`src/rtl/pgrd_pkg.sv`:
```
package pgrd_pkg;

  typedef enum logic [1:0] {
    ERR_NONE    = 2'b00,
    ERR_TIMEOUT = 2'b01,
    ERR_UNCORR  = 2'b10,
    ERR_HAMFAIL = 2'b11
  } err_e;

  typedef enum logic [3:0] {
    ST_IDLE, ST_ARM, ST_DREQ, ST_DWAIT, ST_HWAIT, ST_EREQ, ST_EWAIT,
    ST_CSTART, ST_CWAIT, ST_BWAIT, ST_BEVAL, ST_FLIP, ST_NEXT,
    ST_DONE, ST_FAIL
  } st_e;

  localparam int MARKER_BYTES = 2;

  // Check bytes per sector for a scheme code and bus width.
  function automatic logic [3:0] ecc_stride(input logic [1:0] sel, input logic wide);
    logic [3:0] base;
    case (sel)
      2'b00:   base = 4'd3;
      2'b10:   base = 4'd13;
      default: base = 4'd7;
    endcase
    return base + {3'b000, wide};
  endfunction

  function automatic logic sel_is_bch(input logic [1:0] sel);
    return sel != 2'b00;
  endfunction

endpackage

```
`src/rtl/pgrd_cursor.sv`:
```
module pgrd_cursor #(
  parameter int COL_W     = 14,
  parameter int SECT_LOG2 = 9
) (
  input  logic                       clk,
  input  logic                       rst_n,
  input  logic                       load,
  input  logic                       adv,
  input  logic [COL_W-1:0]           page_size,
  input  logic [3:0]                 stride,
  output logic [COL_W-SECT_LOG2-1:0] step,
  output logic [COL_W-1:0]           data_col,
  output logic [COL_W-1:0]           ecc_col,
  output logic                       last
);
  localparam int STEP_W = COL_W - SECT_LOG2;

  logic [STEP_W-1:0] step_q, step_d, nst_q, nst_d;
  logic [COL_W-1:0]  cur_q, cur_d;

  always_comb begin
    step_d = step_q;
    nst_d  = nst_q;
    cur_d  = cur_q;
    if (load) begin
      step_d = '0;
      nst_d  = page_size[COL_W-1:SECT_LOG2];
      cur_d  = page_size + COL_W'(pgrd_pkg::MARKER_BYTES);
    end else if (adv) begin
      step_d = step_q + 1'b1;
      cur_d  = cur_q + COL_W'(stride);
    end
  end

  always_ff @(posedge clk or negedge rst_n) begin
    if (!rst_n) begin
      step_q <= '0;
      nst_q  <= '0;
      cur_q  <= '0;
    end else if (load || adv) begin
      step_q <= step_d;
      nst_q  <= nst_d;
      cur_q  <= cur_d;
    end
  end

  assign step     = step_q;
  assign data_col = {step_q, {SECT_LOG2{1'b0}}};
  assign ecc_col  = cur_q;
  assign last     = (step_q == nst_q - 1'b1);
endmodule

```
`src/rtl/pgrd_tmo.sv`:
```
module pgrd_tmo #(
  parameter int CNT_MAX = 2000000
) (
  input  logic clk,
  input  logic rst_n,
  input  logic run,
  output logic expire
);
  localparam int TW = $clog2(CNT_MAX + 1);

  logic [TW-1:0] cnt_q, cnt_d;

  always_comb begin
    if (!run)                        cnt_d = '0;
    else if (cnt_q == TW'(CNT_MAX))  cnt_d = cnt_q;
    else                             cnt_d = cnt_q + 1'b1;
  end

  always_ff @(posedge clk or negedge rst_n) begin
    if (!rst_n) cnt_q <= '0;
    else        cnt_q <= cnt_d;
  end

  assign expire = run && (cnt_q == TW'(CNT_MAX - 1));
endmodule

```
`src/rtl/pgrd_flips.sv`:
```
module pgrd_flips #(
  parameter int POS_W     = 13,
  parameter int NPOS      = 8,
  parameter int SECT_LOG2 = 9
) (
  input  logic               clk,
  input  logic               rst_n,
  input  logic               load,
  input  logic               adv,
  input  logic [31:0]        flags_in,
  input  logic [NPOS*16-1:0] pos_in,
  output logic [POS_W-1:0]   cur_pos,
  output logic               cur_ok,
  output logic               is_last,
  output logic               found,
  output logic               uncorr,
  output logic               any
);
  localparam int IDX_W     = $clog2(NPOS);
  localparam int SECT_BITS = (1 << SECT_LOG2) * 8;

  logic [7:0]         flg_q;
  logic [NPOS*16-1:0] words_q;
  logic [IDX_W-1:0]   idx_q, idx_d;
  logic [POS_W-1:0]   pos_a [NPOS];
  logic [3:0]         cnt4;
  logic [4:0]         ncap;

  always_comb begin
    idx_d = idx_q;
    if (load)     idx_d = '0;
    else if (adv) idx_d = idx_q + 1'b1;
  end

  always_ff @(posedge clk or negedge rst_n) begin
    if (!rst_n) begin
      flg_q   <= '0;
      words_q <= '0;
      idx_q   <= '0;
    end else begin
      if (load) begin
        flg_q   <= flags_in[7:0];
        words_q <= pos_in;
      end
      if (load || adv) idx_q <= idx_d;
    end
  end

  generate
    for (genvar i = 0; i < NPOS; i++) begin : g_pos
      assign pos_a[i] = words_q[(i/2)*32 + (i%2)*16 +: POS_W];
    end
  endgenerate

  assign cnt4    = flg_q[7:4];
  assign ncap    = (32'(cnt4) > NPOS) ? 5'(NPOS) : {1'b0, cnt4};
  assign cur_pos = pos_a[idx_q];
  assign cur_ok  = (32'(cur_pos) < SECT_BITS);
  assign is_last = (5'(idx_q) + 5'd1) >= ncap;
  assign found   = flg_q[1];
  assign uncorr  = flg_q[0];
  assign any     = (ncap != 5'd0);
endmodule

```
`src/rtl/pgrd_ecc_seq.sv`:
```
module pgrd_ecc_seq
  import pgrd_pkg::*;
#(
  parameter int COL_W      = 14,
  parameter int SECT_LOG2  = 9,
  parameter int POS_W      = 13,
  parameter int NPOS       = 8,
  parameter int CLK_MHZ    = 200,
  parameter int TIMEOUT_US = 10000
) (
  input  logic                 clk,
  input  logic                 rst_n,
  input  logic                 start,
  input  logic [COL_W-1:0]     page_size,
  input  logic [1:0]           ecc_sel,
  input  logic                 bus16,
  output logic                 busy,
  output logic                 done,
  output logic                 fail,
  output logic [1:0]           err_code,
  output logic                 rd_valid,
  output logic [COL_W-1:0]     rd_col,
  output logic [SECT_LOG2:0]   rd_len,
  input  logic                 rd_done,
  output logic                 ecc_en,
  output logic                 ecc_dec,
  input  logic                 fifo_empty,
  input  logic [23:0]          ham_code,
  output logic [23:0]          code_q,
  input  logic                 dec_ready,
  input  logic [31:0]          bch_flags,
  input  logic [NPOS*16-1:0]   bch_pos,
  output logic                 corr_start,
  input  logic                 corr_done,
  input  logic                 corr_fail,
  output logic                 flip_valid,
  output logic [COL_W-1:0]     flip_addr,
  output logic [7:0]           flip_mask
);
  localparam int LEN_W      = SECT_LOG2 + 1;
  localparam int SECT_BYTES = 1 << SECT_LOG2;
  localparam int TMO_CYC    = CLK_MHZ * TIMEOUT_US;
  localparam int STEP_W     = COL_W - SECT_LOG2;

  st_e         st_q, st_d;
  err_e        err_q, err_d;
  logic [1:0]  sel_q, sel_d;
  logic        wide_q, wide_d;
  logic [23:0] code_r, code_d;
  logic        code_en;
  logic        bch;
  logic [3:0]  stride;

  logic              cur_load, cur_adv, cur_last;
  logic [STEP_W-1:0] cur_step;
  logic [COL_W-1:0]  data_col, ecc_col;
  logic              w_load, w_adv;
  logic [POS_W-1:0]  w_pos;
  logic              w_ok, w_last, w_found, w_uncorr, w_any;
  logic              tmo_run, tmo_exp;

  assign bch    = sel_is_bch(sel_q);
  assign stride = ecc_stride(sel_q, wide_q);

  pgrd_cursor #(.COL_W(COL_W), .SECT_LOG2(SECT_LOG2)) u_cursor (
    .clk(clk), .rst_n(rst_n), .load(cur_load), .adv(cur_adv),
    .page_size(page_size), .stride(stride), .step(cur_step),
    .data_col(data_col), .ecc_col(ecc_col), .last(cur_last)
  );

  pgrd_flips #(.POS_W(POS_W), .NPOS(NPOS), .SECT_LOG2(SECT_LOG2)) u_flips (
    .clk(clk), .rst_n(rst_n), .load(w_load), .adv(w_adv),
    .flags_in(bch_flags), .pos_in(bch_pos), .cur_pos(w_pos),
    .cur_ok(w_ok), .is_last(w_last), .found(w_found),
    .uncorr(w_uncorr), .any(w_any)
  );

  assign tmo_run = (st_q == ST_HWAIT) || (st_q == ST_BWAIT);

  pgrd_tmo #(.CNT_MAX(TMO_CYC)) u_tmo (
    .clk(clk), .rst_n(rst_n), .run(tmo_run), .expire(tmo_exp)
  );

  // Next-state logic
  always_comb begin
    st_d     = st_q;
    err_d    = err_q;
    sel_d    = sel_q;
    wide_d   = wide_q;
    code_d   = code_r;
    code_en  = 1'b0;
    cur_load = 1'b0;
    cur_adv  = 1'b0;
    w_load   = 1'b0;
    w_adv    = 1'b0;
    unique case (st_q)
      ST_IDLE: begin
        if (start) begin
          sel_d    = ecc_sel;
          wide_d   = bus16;
          err_d    = ERR_NONE;
          cur_load = 1'b1;
          st_d     = (page_size[COL_W-1:SECT_LOG2] == '0) ? ST_DONE : ST_ARM;
        end
      end
      ST_ARM:  st_d = ST_DREQ;
      ST_DREQ: st_d = ST_DWAIT;
      ST_DWAIT: begin
        if (rd_done) st_d = bch ? ST_EREQ : ST_HWAIT;
      end
      ST_HWAIT: begin
        if (fifo_empty) begin
          code_d  = ham_code;
          code_en = 1'b1;
          st_d    = ST_EREQ;
        end else if (tmo_exp) begin
          err_d = ERR_TIMEOUT;
          st_d  = ST_FAIL;
        end
      end
      ST_EREQ: st_d = ST_EWAIT;
      ST_EWAIT: begin
        if (rd_done) st_d = bch ? ST_BWAIT : ST_CSTART;
      end
      ST_CSTART: st_d = ST_CWAIT;
      ST_CWAIT: begin
        if (corr_done) begin
          if (corr_fail) begin
            err_d = ERR_HAMFAIL;
            st_d  = ST_FAIL;
          end else begin
            st_d = ST_NEXT;
          end
        end
      end
      ST_BWAIT: begin
        if (dec_ready) begin
          w_load = 1'b1;
          st_d   = ST_BEVAL;
        end else if (tmo_exp) begin
          err_d = ERR_TIMEOUT;
          st_d  = ST_FAIL;
        end
      end
      ST_BEVAL: begin
        if (!w_found)      st_d = ST_NEXT;
        else if (w_uncorr) begin
          err_d = ERR_UNCORR;
          st_d  = ST_FAIL;
        end
        else if (!w_any)   st_d = ST_NEXT;
        else               st_d = ST_FLIP;
      end
      ST_FLIP: begin
        if (w_last) st_d = ST_NEXT;
        else        w_adv = 1'b1;
      end
      ST_NEXT: begin
        if (cur_last) st_d = ST_DONE;
        else begin
          cur_adv = 1'b1;
          st_d    = ST_ARM;
        end
      end
      ST_DONE: st_d = ST_IDLE;
      ST_FAIL: st_d = ST_IDLE;
      default: st_d = ST_IDLE;
    endcase
  end

  // State registers
  always_ff @(posedge clk or negedge rst_n) begin
    if (!rst_n) begin
      st_q   <= ST_IDLE;
      err_q  <= ERR_NONE;
      sel_q  <= 2'b00;
      wide_q <= 1'b0;
      code_r <= '0;
    end else begin
      st_q   <= st_d;
      err_q  <= err_d;
      sel_q  <= sel_d;
      wide_q <= wide_d;
      if (code_en) code_r <= code_d;
    end
  end

  // Outputs decoded from state
  assign busy       = (st_q != ST_IDLE);
  assign done       = (st_q == ST_DONE);
  assign fail       = (st_q == ST_FAIL);
  assign err_code   = err_q;
  assign rd_valid   = (st_q == ST_DREQ) || (st_q == ST_EREQ);
  assign rd_col     = (st_q == ST_EREQ) ? ecc_col : data_col;
  assign rd_len     = (st_q == ST_EREQ) ? LEN_W'(stride) : LEN_W'(SECT_BYTES);
  assign ecc_en     = (st_q == ST_DREQ) || (st_q == ST_DWAIT) || (st_q == ST_HWAIT) ||
                      (bch && ((st_q == ST_EREQ) || (st_q == ST_EWAIT) || (st_q == ST_BWAIT)));
  assign ecc_dec    = bch;
  assign code_q     = code_r;
  assign corr_start = (st_q == ST_CSTART);
  assign flip_valid = (st_q == ST_FLIP) && w_ok;
  assign flip_addr  = data_col + COL_W'(w_pos[POS_W-1:3]);
  assign flip_mask  = 8'd1 << w_pos[2:0];
endmodule

```
`config.mk`:
```
export PLATFORM = sky130hd
export DESIGN_NAME = pgrd_ecc_seq
export DESIGN_NICKNAME = d
export VERILOG_FILES = /design/src/rtl/pgrd_pkg.sv /design/src/rtl/pgrd_cursor.sv /design/src/rtl/pgrd_tmo.sv /design/src/rtl/pgrd_flips.sv /design/src/rtl/pgrd_ecc_seq.sv
export SDC_FILE = /design/constraint.sdc
export NUM_CORES = 1
export LEC_CHECK = 0
export BUFFER_PORTS_ARGS = -buffer_cell sky130_fd_sc_hd__buf_2
export CORE_AREA = 2 2 182 166
export CTS_CLUSTER_SIZE = 10
export DETAILED_ROUTE_END_ITERATION = 8
export DIE_AREA = 0 0 184 168
export HOLD_SLACK_MARGIN = 0.03
export PLACE_DENSITY = 0.66
export RECOVER_POWER = 100
export SLEW_MARGIN = 25
export SYNTH_ARGS = -nofsm -noshare
export SYNTH_HDL_FRONTEND = slang
export SYNTH_SLANG_ARGS = --single-unit
```
`constraint.sdc`:
```
create_clock -name clk -period 6.55 [get_ports clk]
set_clock_uncertainty 0.2 [all_clocks]
set_input_delay 0 -clock clk [delete_from_list [all_inputs] [get_ports clk]]
set_output_delay 0 -clock clk [all_outputs]
set_load 0.005 [all_outputs]
```
Word-level counts from Yosys, hierarchy flattened
Index checks and enable logic that the tools add are counted.
- $lt $le $gt $ge: 4
- reduce and logical (&&, ||, !) cells: 28
- shifts and indexed selects: 1
- equal/unequal tests: 29
- bitwise logic cells: 1
- add/subtract/negate cells: 9
- mux-type cells: 51
- operators with widths (kind ; number):
    $pmux 4 s13 ; 1
    $mux 4 ; 12
    $eq 21x21->1 const B ; 2
    $mux 14 ; 3
    $mux 21 ; 2
    $bmux 13 s3 ; 1
    $eq 4x4->1 const B ; 7
    $mux 13 ; 2
    $add 21x1->21 const B ; 1
    $mux 2 ; 9
    $eq 4x3->1 const B ; 4
    $ne 2x2->1 const B ; 8
    $mux 3 ; 5
    $add 14x10->14 ; 1
    $add 14x2->14 const B ; 1
    $add 14x4->14 ; 1
    $lt 13x13->1 const B ; 1
    $mux 1 ; 11
    $mux 10 ; 1
    $mux 5 ; 2
    $pmux 2 s5 ; 1
    $reduce_bool 5->1 ; 2
    $logic_or 1x1->1 ; 9
    $eq 4x2->1 const B ; 2
    other kinds (25) ; 34
- bits of input ports: 209
- register bits after elaboration: 214
- logic and storage cells: 135
- output and inout port bits: 80

Logic depth before layout (Yosys ltp)
Gate-level depths: netlist of run 1.
- depth after elaboration: 7
- gate-level depth with buffers: 9
- depth with buffers taken out: 9

By module
From an unflattened synthesis of run 1, not the netlist that was laid out.
- cell total of the unflattened synthesis: 939
- area total of the unflattened synthesis: 10726.5 um^2
- by module, submodules not included (module ; area each (um^2) ; cells an instance ; seq. area each (um^2) ; times used):
    pgrd_flips ; 5201.2 ; 316 ; 2827.7 ; 1
    pgrd_ecc_seq ; 2647.5 ; 316 ; 825.8 ; 1
    pgrd_cursor ; 1744.2 ; 187 ; 600.6 ; 1
    pgrd_tmo ; 1133.6 ; 120 ; 525.5 ; 1

Worst setup path after synthesis of run 1
No wires, ideal clock.
- path type: flip-flop to flip-flop
- start point: register sel_q[0]
- end point: register u_cursor.cur_q[13], in the netlist u_cursor.ecc_col[13]
- required time: 6224 ps
- period minus slack after synthesis: 2724 ps
- slack: 3826 ps
- stages on the path, launching flop included: 10
- arrival: 2398 ps
- cell sequence: dfrtp_1 -> nand2b_1 -> ha_1 -> xnor2_1 -> ha_1 -> nand3_1 -> a21boi_0 -> o21ai_2 -> or3_1 -> a311o_1
- longest elaborated chain between the ends: 6
- elaborated cells between the ends (all ways): 7
- those cells by class: add/sub (2); eq/ne (1); mux (3); reduce/logical (1)
- RTL lines (what ; RTL line ; RTL):
    start, declared ; pgrd_ecc_seq.sv:47 ; logic [1:0] sel_q, sel_d;
    start signal, assigned ; pgrd_ecc_seq.sv:182 ; sel_q <= sel_d;
    $eq 2x2->1 or $logic_not 2->1 (tied branches) ; pgrd_pkg.sv:21 ; case (sel)
    $pmux 4 s2 * ; pgrd_pkg.sv:21 ;
    $add 4x1->4 * ; pgrd_pkg.sv:26 ; return base + {3'b000, wide};
    $add 14x4->14 * ; pgrd_cursor.sv:31 ; cur_d = cur_q + COL_W'(stride);
    $mux 14 * ; pgrd_cursor.sv:29 ; end else if (adv) begin
    $mux 14 * ; pgrd_cursor.sv:25 ; if (load) begin
    end signal, assigned ; pgrd_cursor.sv:43 ; cur_q <= cur_d;
    end, declared ; pgrd_cursor.sv:19 ; logic [COL_W-1:0] cur_q, cur_d;
Mark *: on every way between the ends. The rest lies on a longest branch, timed or not. The select of a mux whose other input is x is not followed.
A chain may end at the register's enable or synchronous reset.

==> impl_metrics.json, run 1 <==
{
  "ys_seq_area_frac": 0.475,
  "gr-total-overflow": 0,
  "grt_pass1_vias": 8414,
  "cts_tree": "built",
  "num_rows": 60,
  "failed_checks": "max-capacitance violations, max-slew violations",
  "maxSlewViolCount": 194,
  "clk_transition_reported_paths_ns": 0.08,
  "clockBufferDepth": 2,
  "holdCritPathClass": "input pin to flip-flop",
  "synth_mux_area_frac": 0.232,
  "cts_setup_buffers": 0,
  "vias": 8168,
  "crit_type": "input pin to asynchronous set/reset pin",
  "rsz0062_at_grt": "false",
  "crit_chain": "dlygate4sd3_1 -> dlygate4sd3_1 -> clkbuf_1 -> clkbuf_1 -> clkbuf_1",
  "synth_xor_area_frac": 0.0365,
  "fmax_ghz": 0.228,
  "drive_gt1_frac": 0.328,
  "arrival_ns": 4.36,
  "hold_ws_ns": 0.110,
  "dpl_cell_area_mm2": 0.0115,
  "synthesis.instances": 858,
  "synth-edff-count": 0,
  "p_leak_uw": 0.00626,
  "final_cell_mix": "189 x dfrtp_1, 182 x buf_2, 160 x dlygate4sd3_1, 145 x mux2_2, 60 x nor2_1",
  "final_nets": 1455,
  "drv_cap": 4,
  "startpoint_type": "input pin",
  "synthFlopType": "dfrtp_1",
  "synth_fa_ha_area_frac": 0.0231,
  "cts_resized": 0,
  "worst-path-buf-inv": 5,
  "finalCoreUtilization": 0.465,
  "fin_setup_tns_ns": 0,
  "cts_root_buf": "clkbuf_16",
  "grt_pass1_wl_mm": 44.4,
  "r2r_slack_ns": 2.27,
  "cts_sinks": 191,
  "grt_antenna_before_repair": 0,
  "port_buffers": 233,
  "via_per_inst": 5.06,
  "ys.warnings.count": 0,
  "ys_ff_latch": 191,
  "post-dp-hpwl_mm": 17.9,
  "die_y_um": 168,
  "crit_slowest_cell": "clkbuf_1",
  "cts_buffers": 17,
  "die_area_mm2": 0.0309,
  "vdd_drop_max_mv": 0.189,
  "initial_core_util": 0.344,
  "critPathMostFrequentCell": "clkbuf_1",
  "h-tree-depth": 4,
  "clkLatencyLatePin_ns": 0.43,
  "end_kind": "asynchronous set/reset pin",
  "grt_usage": 0.182,
  "wl_per_cell_um": 17.1,
  "core_area_mm2": 0.0293,
  "drc": 0,
  "fin_total_pwr_uw": 5240,
  "cts_hold_buffers": 161,
  "finalCriticalPeriod_ns": 4.38,
  "hold_viol_final": 0,
  "relSlewSlack": -1.01,
  "final-setup-viol-count": 0,
  "async_flop_share": 1.00,
  "die_w_um": 184,
  "drt_iter0_drc": 425,
  "wl_mm": 27.6,
  "cp_max_fo": 38,
  "synth_top_family_by_area": "multiplexers",
  "worst_slew_pin_slew_ns": 3.02,
  "cp.required_ns": 6.53,
  "path_delay_family": "buffers and inverters",
  "status": "complete, but fails checks",
  "power_per_cell_area_mw_per_mm2": 385,
  "ys_types": 69,
  "final_area_mm2": 0.0136,
  "antenna_left": 0,
  "synth.cell_area_mm2": 0.0101,
  "max_stage_delay_ns": 1.48,
  "place.gp.congestion": 0.809,
  "boundaryPins": 289,
  "antenna_cells": 0,
  "avgSynthCellArea_um2": 11.7,
  "area_growth_syn_to_layout_pct": 35.2,
  "yosys.area_share.simple": 0.129,
  "synth_compound_area_frac": 0.0700,
  "period_share": 0.669,
  "final_common_cell": "dfrtp_1",
  "grt_max_degree": 72,
  "first_pass_iters": 5
}
==> Yosys cell counts (all sizes together) (11+ instances only) <==
master  instances  area share
mux4           26       0.058
buf            37       0.022
xnor2          28       0.024
inv            16      0.0060
o21ai          22       0.011
nor3           17      0.0096
mux2          150        0.17
nand2          58       0.022
xor2           14       0.012
and3           20       0.012
a21oi          19      0.0094
dfrtp         191        0.47
clkbuf         18      0.0067
a31oi          11      0.0068
nor2           60       0.022
nand3          24       0.012
ha             17       0.021
==> final timing paths <==
kind,startpoint,to,cells after the start
max in group clk,st_q[0],u_flips.words_q[35],4
setup reg to reg,st_q[0],u_flips.words_q[35],4
hold / removal,corr_fail,err_code[0],5
min in group asynchronous,rst_n,code_q[18],4
hold reg to reg,err_code[0],err_code[0],1
setup / recovery,rst_n,u_flips.words_q[89],5
==> cells by family after synthesis <==
group | count (synthesis)
simple gates | 249
compound gates | 103
buf+inv | 72
fa+ha+maj | 18
xor+xnor | 42
mux | 182
flops | 191
other cells | 1
==> where the power goes <==
part / switching, uW / internal [uW]
clock: 520 / 549
sequential: 410 / 1670
combinational: 961 / 1130
==> through the flow <==
stage / instances / setup slack (ns)
after floorplan: 862 / 3.83
after global placement: 1419 / 2.86
after detailed placement: 1419 / 2.83
after CTS: 1612 / 2.81
after global routing: 1613 / 1.28
final: 1613 / 2.17
==> routing by layer <==
metal	vias to the layer above	share of wire	GRT usage
met4	0	0.012	0.0379
met5	-	0	0
met2	221	0.50	0.313
li1	3858	-	-
met3	26	0.045	0.0359
met1	4063	0.44	0.237
==> flip-flops by register name, summed over array words and instances, names as in the netlist, 2 cells and up <==
name / cells
code_q: 24
err_code: 2
sel_q: 2
st_q: 4
u_cursor.ecc_col: 14
u_cursor.nst_q: 5
u_cursor.step: 5
u_flips.flg_q: 6
u_flips.idx_q: 3
u_flips.words_q: 104
u_tmo.cnt_q: 21
==> area by class of cell <==
type	instances	area, um^2
clock buffers	18	429
inverters	17	63.8
flip-flops and latches	191	4780
multi-input cells	599	4940
repair buffers	402	2760
fillers	2726	15700
well taps	372	465
clock inverters	14	169
==> worst reg2reg max path, delay by kind of cell (launching register included) <==
family	cells	cell delay [ns]
muxes	1	0.48
DFF	1	0.85
and+or+nand+nor	2	1.33
buffers and inverters	1	1.31
Power figures use the tool's default switching activity.
==> run 2, diff against run 1 <==
PLACE_DENSITY = 0.68   (was 0.66)
clock period = 4 ns   (was 6.55 ns; I/O delays follow)
==> run 2 against run 1 <==
  * Setup slack worse by 1.4 ns
  * Worst hold slack worse by 0.0034 ns
  * Highest routed layer unchanged
  * Clock power up 58%
  * Clock-buffer cell count down 1
  * Sequential power up 61%
  * Wire length up 2.6%
  * Combinational power up 74%
  * Sequential share of layout area down 0.58 points
  * Critical path depth up 3
  * The flow still finishes with violations (max-capacitance violations, max-slew violations)
  * Final cell count up 1.3%
  * Register-to-register slack worse by 1.5 ns
  * Global-route usage up 0.40 points
==> impl_metrics.json, run 2 (synthesized netlist as in run 1, its figures left out) <==
{
  "cts_hold_buffers": 175,
  "area_growth_syn_to_layout_pct": 37.4,
  "whs_path_depth": 5,
  "h-tree-depth": 4,
  "grt_antenna_before_repair": 0,
  "grt_pass1_wl_mm": 45.7,
  "r2r_cells": 8,
  "crit_chain": "nor2_1 -> xnor2_1 -> ha_1 -> a21oi_1 -> a21boi_0 -> o21ai_0 -> nor3_1 -> a311o_1",
  "die_y_um": 168,
  "p_leak_uw": 0.00638,
  "clkLatencyLatePin_ns": 0.43,
  "drc": 0,
  "vias": 8281,
  "max_stage_delay_ns": 0.79,
  "cts_resized": 0,
  "rr_startpoint": "sel_q[1]",
  "cp.required_ns": 4.12,
  "min_to": "err_code[0]",
  "initial_core_util": 0.344,
  "final_common_cell": "dfrtp_1",
  "path_delay_family": "compound AO/OA/AOI/OAI gates",
  "registers.top_by_ff_count": "u_flips.words_q",
  "holdCritPathClass": "input pin to flip-flop",
  "cts_setup_buffers": 0,
  "die_w_um": 184,
  "vdd_drop_max_mv": 0.282,
  "cts_root_buf": "clkbuf_16",
  "grt_usage": 0.186,
  "cts_tree": "built",
  "fin_setup_tns_ns": 0,
  "num_rows": 60,
  "grt_pass1_vias": 8733,
  "worst_slew_pin_slew_ns": 2.03,
  "period_share": 0.812,
  "end_kind": "flip-flop",
  "cp-startpoint": "sel_q[1]",
  "drive_gt1_frac": 0.330,
  "finalCoreUtilization": 0.472,
  "relSlewSlack": -0.355,
  "final-setup-viol-count": 0,
  "clockBufferDepth": 2,
  "drv_cap": 1,
  "worst-path-buf-inv": 0,
  "min-delay-start": "corr_fail",
  "first_pass_iters": 5,
  "cp_max_fo": 10,
  "antenna_cells": 0,
  "failed_checks": "max-capacitance violations, max-slew violations",
  "cts_sinks": 191,
  "power_per_cell_area_mw_per_mm2": 628,
  "cts_buffers": 17,
  "rsz0062_at_grt": "false",
  "final_nets": 1477,
  "die_area_mm2": 0.0309,
  "wl_per_cell_um": 17.3,
  "place.gp.congestion": 0.855,
  "crit_type": "flip-flop to flip-flop",
  "finalCriticalPeriod_ns": 3.25,
  "final_cell_mix": "191 x dfrtp_1, 187 x buf_2, 176 x dlygate4sd3_1, 145 x mux2_2, 60 x nor2_1",
  "port_buffers": 233,
  "boundaryPins": 289,
  "gr-total-overflow": 0,
  "status": "complete, but fails checks",
  "arrival_ns": 3.37,
  "startpoint_type": "flip-flop",
  "r2r_slack_ns": 0.75,
  "crit_slowest_cell": "o21ai_0",
  "grt_max_degree": 122,
  "fmax_ghz": 0.308,
  "largest_reg_flops": 104,
  "via_per_inst": 5.07,
  "clk_transition_reported_paths_ns": 0.08,
  "wl_mm": 28.3,
  "r2r-end": "u_cursor.ecc_col[13]",
  "drt_iter0_drc": 439,
  "maxSlewViolCount": 31,
  "post-dp-hpwl_mm": 18.3,
  "hold_viol_final": 0,
  "antenna_left": 0,
  "core_area_mm2": 0.0293
}
## run 2: changes by cell type in the layout (fill, tap and decap cells not counted), sizes merged
cell | before | now
buf | 186 | 200
clkinv | 7 | 6
bufinv | 1 | 0
clkbuf | 74 | 65
inv | 23 | 25
dlygate4sd3 | 160 | 176
## run 2: power breakdown
group / leakage, uW / internal [uW] / switching, uW
registers: 0.00252 / 2730 / 622
logic: 0.00358 / 1970 / 1670
clock network: 0.000282 / 834 / 858
total: 0.00638 / 5530 / 3150
## run 2: how the worst max path moves through the flow
stage	depth (start not counted)	to
CTS	6	rd_len[3]
floorplan	9	u_cursor.ecc_col[13]
global route	8	u_cursor.ecc_col[3]
finish	8	u_cursor.ecc_col[13]
global placement	8	u_cursor.ecc_col[13]
detailed placement	8	u_cursor.ecc_col[13]
## run 2: tightest hold or removal path: stages
cell	delay, ns
buf_2	0.10
o21ai_0	0.19
a221oi_1	0.08
o21a_1	0.13
mux2_1	0.19
## run 2: layout make-up
cell class                 instances  area [um^2]
fill                            2680        15400
multi-input combinational        599         4930
sequential                       191         4780
timing repair buffer             424         3030
tap                              372          465
clock buffer                      17          425
clock inverter                    14          144
inverter                          17         63.8
## run 2: per-layer routing
layer / track usage / wire length (um) / up-vias
met5: 0 / 0 / -
met4: 0.0494 / 461 / 0
met3: 0.0337 / 1300 / 29
met2: 0.321 / 14300 / 238
met1: 0.239 / 12200 / 4126
li1: - / - / 3888
## run 2: per-stage QoR
| step | instance area [um^2] | setup slack (ns) | power, uW | instances | hold slack [ns] |
|---|---|---|---|---|---|
| 3_5_place_dp | 11600 | 1.02 | 6820 | 1426 | 0.0149 |
| 5_1_grt | 13800 | 0.503 | 9300 | 1634 | 0.116 |
| 4_1_cts | 13900 | 0.908 | 8760 | 1632 | 0.0854 |
| 6_report | 13800 | 0.751 | 8680 | 1634 | 0.107 |
| 2_1_floorplan | 10100 | 1.28 | 5680 | 862 | -0.496 |
| 3_3_place_gp | 11600 | 1.08 | 6690 | 1426 | 0.00738 |
==> run 3, diff against run 2 <==
ABC_AREA = 1   (was not set)
CORE_AREA = 2 2 184 168   (was 2 2 182 166)
DIE_AREA = 0 0 186 170   (was 0 0 184 168)
PLACE_DENSITY = 0.66   (was 0.68)
clock period = 3.2 ns   (was 4 ns; I/O delays follow)
==> run 3 against run 2 <==
  * The flow still finishes with violations (max-capacitance violations, max-slew violations)
  * Critical path depth increased by 1
  * Final cell count is 40% higher
  * Maximum frequency increased by 6.2%
  * First-iteration DRC count is 100% higher
  * Non-clock buffer count is 53 higher
  * Sequential cell count is the same
  * Critical endpoint is now code_q[18]
  * Largest cell class unchanged
==> impl_metrics.json, run 3 <==
{
  "pre_cts_ws_ns": 0.548,
  "vias": 11200,
  "ys_ff_latch": 191,
  "gr-total-overflow": 0,
  "synth_commonest_cells": "579 x nand2_1, 191 x dfrtp_1, 166 x nor2_1",
  "wl_met2_mm": 16.3,
  "net-switching-power_uw": 4990,
  "netlist_top_cells_area": "dfrtp_1 46%, nand2_1 21%, nor2_1 6.0%, o21ai_0 5.3%, inv_1 3.6%",
  "avgSynthCellArea_um2": 7.17,
  "final_common_cell": "nand2_1",
  "grt_pass1_vias": 10900,
  "wl_per_cell_um": 14.9,
  "cts_buffers": 17,
  "cts_tree": "built",
  "pwr-share-clk": 0.173,
  "die_w_um": 186,
  "synth.top_cell.area_share": 0.464,
  "dr_wl_met3_mm": 1.95,
  "period_share": 0.956,
  "r2r-end": "code_q[18]",
  "synthFlopType": "dfrtp_1",
  "synth-edff-count": 0,
  "cts_root_buf": "clkbuf_16",
  "ys_seq_area_frac": 0.464,
  "via_per_inst": 4.88,
  "final-setup-viol-count": 0,
  "cp-startpoint": "st_q[0]",
  "failed_checks": "max-capacitance violations, max-slew violations",
  "end_kind": "flip-flop",
  "status": "complete, but fails checks",
  "antenna_left": 0,
  "power_frac_seq": 0.353,
  "place.gp.congestion": 0.854,
  "die_y_um": 170,
  "vdd_drop_max_mv": 0.447,
  "startpoint_type": "flip-flop",
  "rr_startpoint": "st_q[0]",
  "fin_total_pwr_uw": 11800,
  "r2r_slack_ns": 0.14,
  "drc": 0,
  "r2r_cells": 9,
  "holdCritPathClass": "input pin to flip-flop",
  "intPower_uw": 6800,
  "async_flop_share": 1.00,
  "finalCriticalPeriod_ns": 3.06,
  "registers.top_by_ff_count": "u_flips.words_q",
  "boundaryPins": 289,
  "drt_iter0_drc": 898,
  "cts_setup_buffers": 0,
  "cp.required_ns": 3.37,
  "crit_chain": "nor2_4 -> inv_1 -> nor2_4 -> nand2_2 -> inv_2 -> nand2_1 -> dlygate4sd3_1 -> nand2_1 -> dlygate4sd3_1",
  "first_pass_iters": 7,
  "port_buffers": 233,
  "crit_type": "flip-flop to flip-flop",
  "drv_cap": 4,
  "initial_core_util": 0.347,
  "yosys.cell_count.top_type": "nand2_1",
  "h-tree-depth": 4,
  "area_growth_syn_to_layout_pct": 40.9,
  "ys_types": 40,
  "worst_slew_pin_slew_ns": 1.89,
  "cts_sinks": 191,
  "top_layer": "met4",
  "rsz0062_at_grt": "false",
  "synth.cell_area_mm2": 0.0103,
  "final_nets": 2100,
  "post-dp-hpwl_mm": 22.1,
  "wl_met1_mm": 15.2,
  "fin_setup_tns_ns": 0,
  "clockBufferDepth": 2,
  "whs_path_depth": 4,
  "relSlewSlack": -0.262,
  "p_leak_uw": 0.00732,
  "num_rows": 60,
  "fmax_ghz": 0.327,
  "maxSlewViolCount": 170,
  "cp_max_fo": 25,
  "clkLatencyLatePin_ns": 0.44,
  "grt_usage": 0.219,
  "largest_reg_flops": 104,
  "combinationalPowerShare": 0.474,
  "synthesis.instances": 1436,
  "worst_slack_ns": 0.140,
  "grt_antenna_before_repair": 3,
  "hold_viol_final": 0,
  "clk_transition_reported_paths_ns": 0.07,
  "core_area_mm2": 0.0297,
  "sw_frac_of_total": 0.423,
  "wl_mm": 34.2,
  "max_stage_delay_ns": 0.61,
  "grt_max_degree": 75,
  "final_cell_mix": "580 x nand2_1, 223 x dlygate4sd3_1, 189 x dfrtp_1, 172 x buf_2, 166 x nor2_1",
  "crit_slowest_cell": "dlygate4sd3_1",
  "ys.warnings.count": 0,
  "synth_top_area_cell": "dfrtp_1",
  "crit_end": "code_q[18]",
  "n_fill_cell": 2869,
  "power_per_cell_area_mw_per_mm2": 813,
  "grt_pass1_wl_mm": 54.6,
  "die_area_mm2": 0.0316,
  "arrival_ns": 3.23,
  "drive_gt1_frac": 0.131
}
[run 3: power by group through the flow]
stage               sequential (uW)  combinational, uW  clock (uW)
global route                   4280               6330        2200
finish                         4160               5580        2040
CTS                            4120               5510        2100
detailed placement             4140               4900           0
floorplan                      3960               3360           0
global placement               4130               4780           0
[run 3: cell families (layout without fill, tap and decap cells)]
family          count (synthesis)  after routing  synth area share
other cells                     1              9          0.000364
flops                         191            191             0.464
simple gates                  863            863             0.336
fa+ha+maj                      18             18            0.0226
compound gates                180            180            0.0932
buf+inv                       170            614            0.0723
xor+xnor                       13             13            0.0111
[run 3: stage by stage]
stage	cell area (um^2)	utilization	hold WS (ns)	cells
after floorplan	10300	-	-0.496	1440
after global placement	11800	0.398	-0.115	2033
after detailed placement	11800	0.398	-0.112	2033
after CTS	14600	0.493	0.0556	2287
after global routing	14500	0.489	0.0877	2289
final	14500	0.489	0.0872	2291
[run 3: worst min-delay path by stage]
stage / startpoint / end / slack [ns]
floorplan: rst_n / code_q[0] / -0.50
global placement: rst_n / u_flips.words_q[99] / -0.12
detailed placement: rst_n / u_flips.words_q[99] / -0.11
CTS: rst_n / u_flips.words_q[65] / 0.06
global route: bch_pos[85] / u_flips.words_q[85] / 0.09
finish: bch_pos[114] / u_flips.words_q[114] / 0.09
[run 3: timing repair]
action,CTS,global route
hold buffers,224,0
gates resized for setup,0,6
hold endpoints to repair,291,0
setup endpoints to repair,0,6
[run 3: per-layer routing]
layer / global-route usage / vias up
met2: 0.358 / 412
met1: 0.291 / 5294
met3: 0.0419 / 67
li1: - / 5401
met5: 0 / -
met4: 0.0698 / 0
[run 3: worst max-delay path, delay by kind of cell, from the launching register on]
family | cells | cell delay (ns)
simple gates | 5 | 0.66
flops | 1 | 0.48
buf+inv | 4 | 1.65
[run 3: cell type report]
cell class,count,area (um^2),share of cell area
diodes,4,10.0,0.000690
clock buffers,18,429,0.0296
clock inverters,12,119,0.00819
inverters,107,403,0.0278
multi-input cells,1079,4810,0.331
flip-flops and latches,191,4780,0.330
well taps,403,504,0.0348
repair buffers,477,3450,0.238
